**config.mk**
```make
export PLATFORM = sky130hd
export DESIGN_NAME = gpio_irq_bank
export DESIGN_NICKNAME = d
export VERILOG_FILES = /design/src/rtl/gpio_bank_pkg.sv /design/src/rtl/gpio_cfg_reg.sv /design/src/rtl/gpio_sync.sv /design/src/rtl/gpio_irq_detect.sv /design/src/rtl/gpio_irq_bank.sv
export SDC_FILE = /design/constraint.sdc
export NUM_CORES = 1
export LEC_CHECK = 0
export BUFFER_PORTS_ARGS = -buffer_cell sky130_fd_sc_hd__buf_2
export CAP_MARGIN = 20
export CORE_ASPECT_RATIO = 1.75
export CORE_MARGIN = 3
export CORE_UTILIZATION = 25
export DETAILED_ROUTE_END_ITERATION = 8
export SYNTH_ARGS = -nofsm -noshare
export SYNTH_HDL_FRONTEND = slang
export SYNTH_SLANG_ARGS = --single-unit
```
**constraint.sdc**
```tcl
create_clock -name clk_i -period 2.8 [get_ports clk_i]
set_clock_uncertainty 0.1 [all_clocks]
set_input_delay 0.42 -clock clk_i [delete_from_list [all_inputs] [get_ports clk_i]]
set_output_delay 0.42 -clock clk_i [all_outputs]
set_load 0.05 [all_outputs]
```
**src/rtl/gpio_bank_pkg.sv**
```systemverilog
package gpio_bank_pkg;
  localparam int NUM_CFG = 7;
  // cfg index order; base offset = 0x10 * (index + 1)
  localparam int IDX_DATA = 0;
  localparam int IDX_MASK = 1;
  localparam int IDX_PULL = 2;
  localparam int IDX_FUNC = 3;
  localparam int IDX_SEL  = 4;
  localparam int IDX_DIR  = 5;
  localparam int IDX_TRIG = 6;

  localparam logic [7:0] OFF_LEVEL = 8'h00;
  localparam logic [7:0] OFF_FLAG  = 8'h80;
  localparam logic [7:0] ALIAS_SET = 8'h04;
  localparam logic [7:0] ALIAS_CLR = 8'h08;
  localparam logic [7:0] OFF_FLAG_CLR = 8'h14;

  function automatic logic [7:0] cfg_base(input int idx);
    return 8'((idx + 1) * 16);
  endfunction

  typedef enum logic [1:0] {
    FN_GPIO = 2'd0,
    FN_ALT1 = 2'd1,
    FN_ALT2 = 2'd2,
    FN_ALT3 = 2'd3
  } fn_code_e;
endpackage

```
**src/rtl/gpio_cfg_reg.sv**
```systemverilog
module gpio_cfg_reg #(
  parameter int DATA_W = 32,
  parameter logic [DATA_W-1:0] IMPL_MASK = '1,
  parameter logic [DATA_W-1:0] RST_VAL = '0
) (
  input  logic              clk_i,
  input  logic              rst_ni,
  input  logic              wr_i,
  input  logic              set_i,
  input  logic              clr_i,
  input  logic [DATA_W-1:0] wdata_i,
  output logic [DATA_W-1:0] q_o
);
  logic [DATA_W-1:0] wmask;
  assign wmask = wdata_i & IMPL_MASK;

  always_ff @(posedge clk_i or negedge rst_ni) begin
    if (!rst_ni)    q_o <= RST_VAL & IMPL_MASK;
    else if (wr_i)  q_o <= wmask;
    else if (set_i) q_o <= q_o | wmask;
    else if (clr_i) q_o <= q_o & ~wmask;
  end

  p_set_r3: assert property (@(posedge clk_i) disable iff (!rst_ni)
    set_i |=> ((q_o & $past(wmask)) == $past(wmask)) && ((q_o & ~$past(wmask)) == ($past(q_o) & ~$past(wmask))));
  p_clr_r4: assert property (@(posedge clk_i) disable iff (!rst_ni)
    clr_i |=> ((q_o & $past(wmask)) == '0) && ((q_o & ~$past(wmask)) == ($past(q_o) & ~$past(wmask))));
endmodule

```
**src/rtl/gpio_sync.sv**
```systemverilog
module gpio_sync #(
  parameter int DATA_W = 32
) (
  input  logic              clk_i,
  input  logic              rst_ni,
  input  logic [DATA_W-1:0] d_i,
  output logic [DATA_W-1:0] q_o
);
  logic [DATA_W-1:0] meta_q;

  always_ff @(posedge clk_i or negedge rst_ni) begin
    if (!rst_ni) begin
      meta_q <= '0;
      q_o    <= '0;
    end else begin
      meta_q <= d_i;
      q_o    <= meta_q;
    end
  end
endmodule

```
**src/rtl/gpio_irq_detect.sv**
```systemverilog
module gpio_irq_detect #(
  parameter int DATA_W = 32,
  parameter logic [DATA_W-1:0] IMPL_MASK = '1
) (
  input  logic              clk_i,
  input  logic              rst_ni,
  input  logic [DATA_W-1:0] lvl_i,
  input  logic [DATA_W-1:0] src_i,
  input  logic [DATA_W-1:0] trig_i,
  input  logic [DATA_W-1:0] dir_i,
  input  logic [DATA_W-1:0] mask_i,
  input  logic              flag_clr_i,
  input  logic [DATA_W-1:0] clr_bits_i,
  output logic [DATA_W-1:0] flag_o,
  output logic              irq_o
);
  logic [DATA_W-1:0] prev_q, rise, fall, hit, clr_vec;

  assign rise = lvl_i & ~prev_q;
  assign fall = ~lvl_i & prev_q;

  always_comb begin
    for (int i = 0; i < DATA_W; i++) begin
      if (trig_i[i]) hit[i] = dir_i[i] ? rise[i] : fall[i];
      else           hit[i] = dir_i[i] ? lvl_i[i] : ~lvl_i[i];
    end
    hit     = hit & src_i & IMPL_MASK;
    clr_vec = flag_clr_i ? clr_bits_i : '0;
  end

  always_ff @(posedge clk_i or negedge rst_ni) begin
    if (!rst_ni) begin
      prev_q <= '0;
      flag_o <= '0;
      irq_o  <= 1'b0;
    end else begin
      prev_q <= lvl_i;
      flag_o <= (flag_o & ~clr_vec) | hit; // a live condition wins over a clear
      irq_o  <= |(flag_o & ~mask_i);
    end
  end

  p_flag_src_r10: assert property (@(posedge clk_i) disable iff (!rst_ni)
    ((flag_o & ~$past(flag_o)) & ~$past(src_i)) == '0);
  p_irq_mask_r12: assert property (@(posedge clk_i) disable iff (!rst_ni)
    irq_o == $past(|(flag_o & ~mask_i)));
endmodule

```
**src/rtl/gpio_irq_bank.sv**
```systemverilog
module gpio_irq_bank
  import gpio_bank_pkg::*;
#(
  parameter int DATA_W   = 32,
  parameter int ADDR_W   = 8,
  parameter int NUM_PINS = 32
) (
  input  logic                clk_i,
  input  logic                rst_ni,
  input  logic [ADDR_W-1:0]   addr_i,
  input  logic                we_i,
  input  logic [DATA_W-1:0]   wdata_i,
  output logic [DATA_W-1:0]   rdata_o,
  input  logic [DATA_W-1:0]   pin_i,
  output logic [DATA_W-1:0]   pin_o,
  output logic [DATA_W-1:0]   pin_oe_o,
  output logic [DATA_W-1:0]   pull_en_o,
  output logic [2*DATA_W-1:0] func_sel_o,
  output logic                irq_o
);
  localparam logic [DATA_W-1:0] IMPL_MASK = {DATA_W{1'b1}} >> (DATA_W - NUM_PINS);

  logic [DATA_W-1:0] cfg_q [NUM_CFG];
  logic [DATA_W-1:0] lvl, flag;
  logic [NUM_CFG-1:0] wr_en, set_en, clr_en;
  logic flag_clr;

  for (genvar g = 0; g < NUM_CFG; g++) begin : g_cfg
    assign wr_en[g]  = we_i && (addr_i == ADDR_W'(cfg_base(g)));
    assign set_en[g] = we_i && (addr_i == ADDR_W'(cfg_base(g) + ALIAS_SET));
    assign clr_en[g] = we_i && (addr_i == ADDR_W'(cfg_base(g) + ALIAS_CLR));
    gpio_cfg_reg #(
      .DATA_W(DATA_W), .IMPL_MASK(IMPL_MASK),
      .RST_VAL((g == IDX_MASK) ? {DATA_W{1'b1}} : {DATA_W{1'b0}})
    ) u_reg (
      .clk_i, .rst_ni,
      .wr_i(wr_en[g]), .set_i(set_en[g]), .clr_i(clr_en[g]),
      .wdata_i, .q_o(cfg_q[g])
    );
  end

  // flag clear shares its address with the data-set alias
  assign flag_clr = we_i && (addr_i == ADDR_W'(OFF_FLAG_CLR));

  gpio_sync #(.DATA_W(DATA_W)) u_sync (
    .clk_i, .rst_ni, .d_i(pin_i & IMPL_MASK), .q_o(lvl)
  );

  gpio_irq_detect #(.DATA_W(DATA_W), .IMPL_MASK(IMPL_MASK)) u_det (
    .clk_i, .rst_ni,
    .lvl_i(lvl),
    .src_i(cfg_q[IDX_SEL] & ~cfg_q[IDX_FUNC]),
    .trig_i(cfg_q[IDX_TRIG]),
    .dir_i(cfg_q[IDX_DIR]),
    .mask_i(cfg_q[IDX_MASK]),
    .flag_clr_i(flag_clr),
    .clr_bits_i(wdata_i),
    .flag_o(flag),
    .irq_o
  );

  always_comb begin
    rdata_o = '0;
    if (addr_i == ADDR_W'(OFF_LEVEL))     rdata_o = lvl;
    else if (addr_i == ADDR_W'(OFF_FLAG)) rdata_o = flag;
    else
      for (int i = 0; i < NUM_CFG; i++)
        if (addr_i == ADDR_W'(cfg_base(i))) rdata_o = cfg_q[i];
  end

  assign pin_o     = cfg_q[IDX_DATA];
  assign pin_oe_o  = cfg_q[IDX_DIR] & ~cfg_q[IDX_FUNC] & ~cfg_q[IDX_SEL];
  assign pull_en_o = ~cfg_q[IDX_PULL] & IMPL_MASK;

  for (genvar p = 0; p < DATA_W; p++) begin : g_fn
    fn_code_e code;
    always_comb begin
      if (!cfg_q[IDX_FUNC][p])     code = FN_GPIO;
      else if (!cfg_q[IDX_SEL][p]) code = FN_ALT1;
      else if (!cfg_q[IDX_TRIG][p]) code = FN_ALT2;
      else                          code = FN_ALT3;
    end
    assign func_sel_o[2*p +: 2] = code;
  end

  p_unimpl_r5: assert property (@(posedge clk_i) disable iff (!rst_ni)
    ((rdata_o | pin_o | pin_oe_o | pull_en_o) & ~IMPL_MASK) == '0);
  p_oe_plain_r7: assert property (@(posedge clk_i) disable iff (!rst_ni)
    (pin_oe_o & rdata_o & {DATA_W{addr_i == ADDR_W'(cfg_base(IDX_SEL))}}) == '0);
endmodule

```
==> impl_results.md <==
- Maximum level of the CTS H-tree: 2
- Rows: 128
- Final antenna-violating net count: 0
- XOR/XNOR share of the synthesized area: 0
- Rel. slew slack: 0.476
- VDD IR max: 313 µV
- Post-synth EDFFs: 0
- P&R area growth vs syn: 27.2%
- Yosys cell types: 48
- Buffer and inverter count on the worst path: 1
- Final worst slack: 0.0978 ns
- Max FO, Critical Path: 3
- Initial Util: 0.253
- Slowest cell on crit path: dfrtp_1
- Initial antenna violation count: 8
- Cell leakage power: 0.0108 µW
- Share of synthesized registers carrying an async set or reset: 1.00
- Share of cells above drive strength 1: 0.223
- Fillcell total: 7415
- Crit-path leading delay family: flip-flops
- I/O Buffers: 267
- Area of the multi-input gates: 7740 µm²
- Placer congestion estimate: 0.850
- Synth Flop Type: dfrtp_1
- Fin. max-slew vios: 0
- Final period util: 0.965
- Leading area contributor after synthesis: dfrtp_1
- Area of the mapped netlist: 17700 µm²
- Core area: 69800 µm²
- Post-synth net total: 2104
- Met3 routed WL: 5160 µm
- WL final: 75000 µm
- Violation count after the first detailed-route iteration: 1245
- Sequential area share after synthesis: 0.502
- Via Count: 16559
- Detailed Place HPWL: 53500 µm
- WL met2: 36600 µm
- Total track usage: 0.199
- MaxCap Viol Count: 0
- Post-Synth Adder-Cell Area: 0
- Setup violations, final: 0
- CTS tree: built
- Post-synth top cells: 533 x nand2_1, 321 x dfrtp_1, 234 x o21ai_0
- Status: finished, final reports clean
- PwrDens: 642 nW/µm²
- Worst Hold Class: input pin to register
- Post-CTS setup repair buffer count: 0
- Avg Cell Area, Syn: 8.71 µm²
- Pin count of the biggest net entering global routing: 78
- First-pass GRT wire length: 109000 µm
- Simple-gate share of the synthesized area: 0.194
- Most common cell in the netlist: nand2_1
- Fin. Hold Viols: 0
- CP peak stage delay: 0.44 ns
- WL met1: 28500 µm
- Die outline area: 74000 µm²
- Root Driver: clkbuf_16
- Post-Place Worst Slack: 0.00954 ns
- Top layer in use: met5
- Register area: 8870 µm²
- NumNets Final: 2383
- Crit path time final: 2.70 ns
- Multiplexer fraction of the synthesized cell area: 0.0552
- Crit path capture type: primary output
- Worst path required time: 2.28 ns
- Gr ovfl total: 0
- Top cells by area, synth: dfrtp_1 45%, nand2_1 11%, o21ai_0 6.6%
- Clock transition at the registers of the reported paths: 0.06 ns
- Skew-Pair Late Insertion Delay: 0.58 ns
- DR pass1 iterations: 5
- Synth Area in Compound Gates: 0.177
- Vias in the first global route: 16589
- RSZ-0062 raised after global routing: no
- Share of the synthesized area in the top cell type: 0.455
- CTS buffer count: 38
- Post-DR wirelength/cell: 23.1 µm
- Max Clk Rate: 0.370 GHz
- Sinks on Clock Net: 353
- Slew @ Worst Pin: 0.786 ns
- Routed vias/inst: 5.09
- Kind of critical path: register to primary output
- Worst setup SP type: register
- Largest family of logic cells by synthesized area: simple AND/OR/NAND/NOR gates
- Ys Warns: 0
- Worst path cell trace: mux2_2 > a22oi_1 > o32ai_1 > or3_1 > buf_2
- Tot Pwr: 14400 µW
- I/O pin count: 268
- Yosys reg bits: 353
- Clock Tree Buf Depth: 3
- Die width: 207 µm
- Arr. time, crit path: 2.18 ns
- Synthesized instance count: 2029
- Height of the die: 358 µm
- DRC: 0
[routing by layer]
| layer | vias up | track usage |
|---|---|---|
| met2 | 774 | 0.337 |
| met4 | 2 | 0.111 |
| li1 | 7428 | - |
| met5 | - | 0 |
| met1 | 8129 | 0.234 |
| met3 | 226 | 0.0389 |
[power by group]
group / switching, µW / internal, µW
Combinational: 1750 / 889
Sequential: 626 / 5680
Clock: 2240 / 3240
[through the flow]
| step | hold slack [ns] | cells | TNS [ns] | cell area [µm²] | utilization |
|---|---|---|---|---|---|
| finish | 0.0405 | 3251 | 0 | 22500 | 0.322 |
| global route | 0.0289 | 3251 | 0 | 22500 | 0.322 |
| CTS | 0.000478 | 3247 | 0 | 22400 | 0.321 |
| detailed placement | 0.235 | 3131 | 0 | 20700 | 0.296 |
| global placement | 0.233 | 3131 | 0 | 20700 | 0.296 |
| floorplan | 0.0244 | 2029 | -0.165 | 17800 | - |
[kinds of logic after synthesis]
family                 after synthesis
buffers and inverters              296
AOI/OAI and AO/OA                  484
DFF                                353
muxes                               91
and+or+nand+nor                    805
[cell type report]
class,count,area share
flip-flops and latches,353,0.395
well taps,910,0.0507
clock inverters,14,0.0102
clock buffers,55,0.0479
repair buffers,401,0.129
diodes,4,0.000445
multi-input cells,1380,0.345
inverters,134,0.0224
[cell usage in the layout (no fill, tap or decap), types with 28 or more instances in the layout]
cell type	synthesis	layout
dlygate4sd3_1	0	47
buf_2	12	256
clkbuf_16	0	39
dfrtp_1	321	321
nor2_1	122	122
dfstp_2	32	32
mux2_2	32	32
mux2i_1	57	57
a32o_1	32	32
buf_4	35	64
inv_1	133	133
and2_1	29	29
nand3_1	38	36
o31ai_1	32	32
buf_12	0	32
nor3b_1	28	28
o21ai_0	234	225
nand2_1	533	532
a21oi_1	33	32
[timing repair]
item,4_1_cts,5_1_grt
hold buffers,47,0
endpoints found under the setup margin,0,7
endpoints found under the hold margin,98,0
resized for setup,0,3
[worst register-to-register path, cell delays in order (launching register included)]
cell,delay (ns)
dfstp_2,0.63
o22ai_1,0.15
nor4_1,0.39
nand4_1,0.15
[worst paths after layout]
kind                                                    to               from  cells after the start  slack (ns)
max in group asynchronous       asynchronous set/reset pin             rst_ni                      3        1.37
min in group asynchronous                u_sync.meta_q[13]             rst_ni                      2        0.33
worst max register to register                 u_det.irq_o           register                      3        1.23
worst max-delay path                           rdata_o[30]           register                      5         0.1
worst min-delay path                              register        wdata_i[13]                      3        0.04
worst min register to register              u_sync.q_o[16]  u_sync.meta_q[16]                      0        0.25
Power figures use the tool's default switching activity.
